<file path="src/rtl/ftrd_pkg.sv">
// Package: shared constants for the flow-through read controller.
// Assumes DWORD-addressed data and 4 KB pages.
package ftrd_pkg;
    localparam int PAGE_BYTES = 4096;
    localparam int DW_BYTES   = 4;
    // Width of the DWORD index inside one page (address bits 11..2).
    localparam int IDXW = $clog2(PAGE_BYTES / DW_BYTES);
endpackage

</file>
<file path="src/rtl/ftrd_occ.sv">
// Module: buffer occupancy counter.
// Counts pushed minus popped words and saturates at DEPTH (a push into a full
// buffer is dropped). A clear wins over everything else.
// Assumes pop is only asserted when the count is above zero.
module ftrd_occ #(
    parameter int DEPTH = 8,
    localparam int CW = $clog2(DEPTH + 1)
) (
    input  logic          clk,
    input  logic          rst_n,
    input  logic          push,
    input  logic          pop,
    input  logic          clr,
    output logic [CW-1:0] occ,
    output logic          full,
    output logic          empty,
    output logic          push_ok
);
    logic [CW-1:0] occ_nxt;

    // Status flags derived from the current count.
    always_comb begin
        full    = (occ == CW'(DEPTH));
        empty   = (occ == '0);
        push_ok = push && !full;
    end

    // Next count from accepted push and pop.
    always_comb begin
        occ_nxt = occ;
        if (push_ok) occ_nxt = occ_nxt + CW'(1);
        if (pop)     occ_nxt = occ_nxt - CW'(1);
    end

    // Count register with clear.
    always_ff @(posedge clk) begin
        if (!rst_n)   occ <= '0;
        else if (clr) occ <= '0;
        else          occ <= occ_nxt;
    end


    occ_bound_chk: assert property (@(posedge clk) disable iff (!rst_n)
        occ <= CW'(DEPTH));

    pop_nonempty_chk: assert property (@(posedge clk) disable iff (!rst_n)
        pop |-> (occ != '0));

    flush_clear_chk: assert property (@(posedge clk) disable iff (!rst_n)
        clr |=> (occ == '0));
endmodule

</file>
<file path="src/rtl/ftrd_mode.sv">
// Module: streaming-mode flag.
// Sets when a word is taken while the target-side read is still busy.
// Clears when the transfer ends by a disconnect or an initiator stop.
// Assumes take is only asserted when delivery is allowed.
module ftrd_mode (
    input  logic clk,
    input  logic rst_n,
    input  logic take,
    input  logic tgt_busy,
    input  logic disc,
    input  logic stop,
    output logic ft
);
    logic enter, leave;

    // Entry and exit conditions.
    always_comb begin
        enter = take && tgt_busy && !ft;
        leave = stop || disc;
    end

    // Mode register, exit has priority.
    always_ff @(posedge clk) begin
        if (!rst_n)     ft <= 1'b0;
        else if (leave) ft <= 1'b0;
        else if (enter) ft <= 1'b1;
    end


    ft_rise_chk: assert property (@(posedge clk) disable iff (!rst_n)
        $rose(ft) |-> $past(tgt_busy) && $past(take));

    ft_leave_chk: assert property (@(posedge clk) disable iff (!rst_n)
        leave |=> !ft);
endmodule

</file>
<file path="src/rtl/ftrd_term.sv">
// Module: streaming termination logic.
// Raises the target stop request in streaming mode on an initiator stop,
// a full buffer, or a push of the last DWORD of a 4 KB page.
// Assumes idx is the in-page DWORD index of the word being pushed.
module ftrd_term
    import ftrd_pkg::*;
(
    input  logic            ft,
    input  logic            full,
    input  logic            ini_stop,
    input  logic            push,
    input  logic [IDXW-1:0] idx,
    output logic            tgt_stop
);
    logic page_end;

    // Page-end detect and first-of-three stop decision.
    always_comb begin
        page_end = push && (&idx);
        tgt_stop = ft && (ini_stop || full || page_end);
    end
endmodule

</file>
<file path="src/rtl/ftrd_ctrl.sv">
// Module: flow-through prefetch read controller (top).
// Gates delivery of buffered words to the initiator. Delivery happens
// store-and-forward once the target-side read is done, or as a stream
// when draining starts before the target-side read hits a boundary.
// Flags the disconnect-with-data word, asks the target side to stop,
// and flushes leftovers on an early initiator stop.
// Assumes the buffer storage follows ini_xfer, tgt_push and buf_flush.
module ftrd_ctrl
    import ftrd_pkg::*;
#(
    parameter int DEPTH = 8,
    localparam int CW = $clog2(DEPTH + 1)
) (
    input  logic            clk,
    input  logic            rst_n,
    input  logic            tgt_busy,
    input  logic            tgt_bnd,
    input  logic            tgt_push,
    input  logic [IDXW-1:0] tgt_idx,
    input  logic            ini_req,
    input  logic            ini_stop,
    output logic            ini_xfer,
    output logic            ini_disc,
    output logic            tgt_stop,
    output logic            ft_mode,
    output logic            buf_flush,
    output logic [CW-1:0]   occ
);
    logic full, empty, push_ok, can_give;

    ftrd_occ #(.DEPTH(DEPTH)) u_occ (
        .clk(clk), .rst_n(rst_n), .push(tgt_push), .pop(ini_xfer),
        .clr(buf_flush), .occ(occ), .full(full), .empty(empty),
        .push_ok(push_ok)
    );

    ftrd_mode u_mode (
        .clk(clk), .rst_n(rst_n), .take(ini_xfer), .tgt_busy(tgt_busy),
        .disc(ini_disc), .stop(ini_stop), .ft(ft_mode)
    );

    ftrd_term u_term (
        .ft(ft_mode), .full(full), .ini_stop(ini_stop), .push(tgt_push),
        .idx(tgt_idx), .tgt_stop(tgt_stop)
    );

    // Delivery gate, disconnect and flush decisions.
    always_comb begin
        can_give  = !empty && !ini_stop &&
                    (ft_mode || !tgt_busy || !tgt_bnd);
        ini_xfer  = ini_req && can_give;
        ini_disc  = ini_xfer && (occ == CW'(1)) && !push_ok;
        buf_flush = ini_stop && !empty;
    end


    disc_xfer_chk: assert property (@(posedge clk) disable iff (!rst_n)
        ini_disc |-> ini_xfer);

    flush_noxfer_chk: assert property (@(posedge clk) disable iff (!rst_n)
        ini_stop |-> !ini_xfer);

    bnd_hold_chk: assert property (@(posedge clk) disable iff (!rst_n)
        (tgt_busy && tgt_bnd && !ft_mode) |-> !ini_xfer);

    disc_empties_chk: assert property (@(posedge clk) disable iff (!rst_n)
        ini_disc |=> (occ == '0) || $past(buf_flush));
endmodule

</file>
<file path="config.mk">
export PLATFORM = sky130hd
export DESIGN_NAME = ftrd_ctrl
export DESIGN_NICKNAME = d
export VERILOG_FILES = /design/src/rtl/ftrd_pkg.sv /design/src/rtl/ftrd_occ.sv /design/src/rtl/ftrd_mode.sv /design/src/rtl/ftrd_term.sv /design/src/rtl/ftrd_ctrl.sv
export SDC_FILE = /design/constraint.sdc
export NUM_CORES = 1
export LEC_CHECK = 0
export BUFFER_PORTS_ARGS = -buffer_cell sky130_fd_sc_hd__clkbuf_2
export CAP_MARGIN = 20
export CORE_MARGIN = 3
export CORE_UTILIZATION = 26
export CTS_BUF_LIST = sky130_fd_sc_hd__clkbuf_4 sky130_fd_sc_hd__clkbuf_8
export DETAILED_ROUTE_END_ITERATION = 12
export MAX_ROUTING_LAYER = met4
export PLACE_DENSITY = 0.49
export SYNTH_ARGS = -nofsm -noshare
export SYNTH_HDL_FRONTEND = slang
export SYNTH_HIERARCHICAL = 1
export SYNTH_SLANG_ARGS = --single-unit
</file>
<file path="constraint.sdc">
create_clock -name clk -period 2.25 [get_ports clk]
set_input_delay 0 -clock clk [delete_from_list [all_inputs] [get_ports clk]]
set_output_delay 0 -clock clk [all_outputs]
set_load 0.03 [all_outputs]
</file>
==> results.md <==
- Fin crit period: approximately 2000 ps
- First-pass GRT wire length: ~1800 um
- Fmax: 493 MHz
- Placement row count: 14
- Worst-skew pair later-pin latency: roughly 240 ps
- Sequential fraction of the synthesis area: 21.2%
- Flip-flop and latch area: 103 sq um
- Fillers: 181
- Initial antenna violation count: 0
- P_leak: 0.299 nW
- Commonest non-fill, non-tap cells in the layout: clkbuf_2 (25), clkbuf_4 (4), a21oi_1 (4), inv_1 (4), nand4_1 (4)
- Final ANT Viol Nets: 0
- Inserted Clock Buffers: 3
- Post-layout power: 0.498 mW
- Placed Cells: 101
- WHS Endpoint: u_mode/ft$_SDFFE_PP0P_
- Reg-to-reg endpoint: u_occ/occ[3]$_SDFF_PP0_
- Final Hold Fails: 0
- PwrDens: 748 nW/um^2
- Initial DRC count: 1
- Hold Path Class: in2reg
- Required time of the critical path: approximately 2400 ps
- Final Net Count: around 100
- Chip Height: between 40 and 50 um
- Worst r2r src: u_occ/occ[0]$_SDFF_PP0_
- Worst Setup Start Kind: register
- Max_slew headroom: 72.0%
- Vias/cell: 4.56
- Synth warnings: 6
- Die width: 48.6 um
- Final setup skew: about 4.5 ps
- Register-to-Register Path Depth: 8
- Status: completed
- Die ar.: 2360 sq um
- # clock sinks: 5
- Most common cell after layout, fill and taps aside: clkbuf_2
- Multi-input combinational cell area: 353 sq um
- Setup violators final: 0
- Crit path kind: reg2reg
- Maximum fanout along the worst path: 9
- Post-CTS setup buffers: 0
- Largest net degree at the start of global routing: 10
- Max IR drop VDD: between 0.0004 and 0.0005 V
- Placed cell area: 626 sq um
- GRT Resource Usage Total: around a tenth
- Initial Util: between 20% and 30%
- Final WL: 1220 um
- Cts repair resizes: 0
- Port bufs: 25
- Vias in the first global route: just over 400
- Diode count: 0
- Final Cycle Share: 90.2%
- GP Congestion: about 0.80
- CTS max path bufs: 2
- Hold_ws: 49.7 ps
- Design area: 666 sq um
- Seq cells post-synth: 5
- Grt ovf: 0
- Syn Inst Count: 53
- H-tree depth: 1
- Core Area: 1610 sq um
- Final Non-Filler Cells: 106
- Layout cells sized above 1: 46.3%
- Area grow syn2layout: 41.1%
- DRC viols: 0
- Setup crit end kind: register
- Hold path depth: 2
- Setup TNS: 0 ps
- Arrival @ worst endpoint: about 2200 ps
- Unrepaired setup endpoints after global routing: false
- CTS tree: yes
- DPL Wire Length: 992 um
- Clock-pin slew on the worst setup and hold paths: 50 ps
- Mean post-synth cell area: roughly 8.9 sq um
- WL/cell: 11.5 um
- Worst Hold Launch: rst_n
- Least-Margin Pin Slew: 418 ps
- Post-CTS Hold Buffers: 1
- Via count: 483
- Final count of pins violating max slew: 0
- Cell variety after synth: 29
- Worst R2R Setup Slack: 220 ps
- Drt first pass iters: 4
- Synthesized cell area: 472 sq um
- Top-level port count: 26
- Max-cap viol count: 0
- Syn_nets: 73
- Clock root buffer: clkbuf_4
[worst max path at each step]
stage,from,cells past startpoint,slack [ps],to
detailed placement,u_occ/occ[0]$_SDFF_PP0_,8,230,u_occ/occ[3]$_SDFF_PP0_
global route,u_occ/occ[0]$_SDFF_PP0_,7,100,ini_disc
CTS,u_occ/occ[0]$_SDFF_PP0_,7,220,ini_disc
floorplan,u_occ/occ[0]$_SDFF_PP0_,7,130,u_mode/ft$_SDFFE_PP0P_
finish,u_occ/occ[0]$_SDFF_PP0_,8,220,u_occ/occ[3]$_SDFF_PP0_
global placement,u_occ/occ[0]$_SDFF_PP0_,8,230,u_occ/occ[3]$_SDFF_PP0_
[metal layers]
metal / up-vias / GRT usage (%) / part of all wire, %
met3: 0 / 2.76 / 1.4
li1: 254 / - / -
met4: 0 / 1.42 / 0
met1: 226 / 10.9 / 43
met2: 3 / 18.1 / 55
met5: - / - / 0
[Yosys cell counts, drive strengths merged]
library cell | n | area share [%]
inv | 4 | 3.2
nor3b | 1 | 1.6
or2 | 1 | 1.3
o21ai | 2 | 2.1
a211o | 1 | 1.9
a211oi | 2 | 3.2
nand3b | 2 | 5.8
xnor2 | 2 | 3.7
ha | 3 | 8.0
mux2i | 1 | 2.1
nor2 | 3 | 2.4
xnor3 | 1 | 4.8
nor2b | 1 | 1.3
or3 | 1 | 1.3
nand4b | 1 | 1.9
o31ai | 1 | 1.6
and2 | 3 | 4.2
nand4 | 4 | 5.3
dfxtp | 5 | 21
clkbuf | 1 | 0.79
nand2b | 2 | 2.7
a2111oi | 1 | 3.2
nand2 | 3 | 2.4
a21oi | 4 | 4.2
and3 | 1 | 1.6
nor4b | 2 | 8.2
[cells by family (layout without fill, tap and decap cells)]
kind of cell    count (synthesis)  count (layout)  synth area share [%]
compound gates                 11              11                  16.2
xor+xnor                        3               3                  8.49
fa+ha+maj                       3               3                  7.96
buf+inv                         5              34                  3.98
flops                           5               5                  21.2
mux                             1               1                  2.12
simple gates                   25              25                  40.1
[power by group]
group          leakage [nW]  switching [mW]  internal (mW)
Combinational         0.239           0.140          0.108
Clock                0.0184          0.0357         0.0790
Sequential           0.0414          0.0300          0.105
[area by class of cell]
class,instances,area share [%]
multi-input combinational,43,53.0
timing repair buffer,26,20.3
sequential,5,15.4
clock buffer,4,4.51
tap,24,4.51
inverter,4,2.26
[per-stage QoR]
step / setup slack, ps / utilization (%)
finish: 221 / 41.3
global route: 99.5 / 41.3
CTS: 215 / 41.3
detailed placement: 227 / 38.8
global placement: 232 / 38.8
floorplan: 126 / -
[flip-flops by register name, indices dropped and copies added, names as in the netlist]
register / cells
u_mode/ft: 1
u_occ/occ: 4
[worst max-delay path, cell delays in order, from the launching register on]
cell and delay (ps):
dfxtp_2 410, inv_1 60, ha_1 250, nor3b_1 180, nor2_1 90, and3_2 270, inv_1 100, a2111oi_2 390
mux2i_1 210
Power figures use the tool's default switching activity.
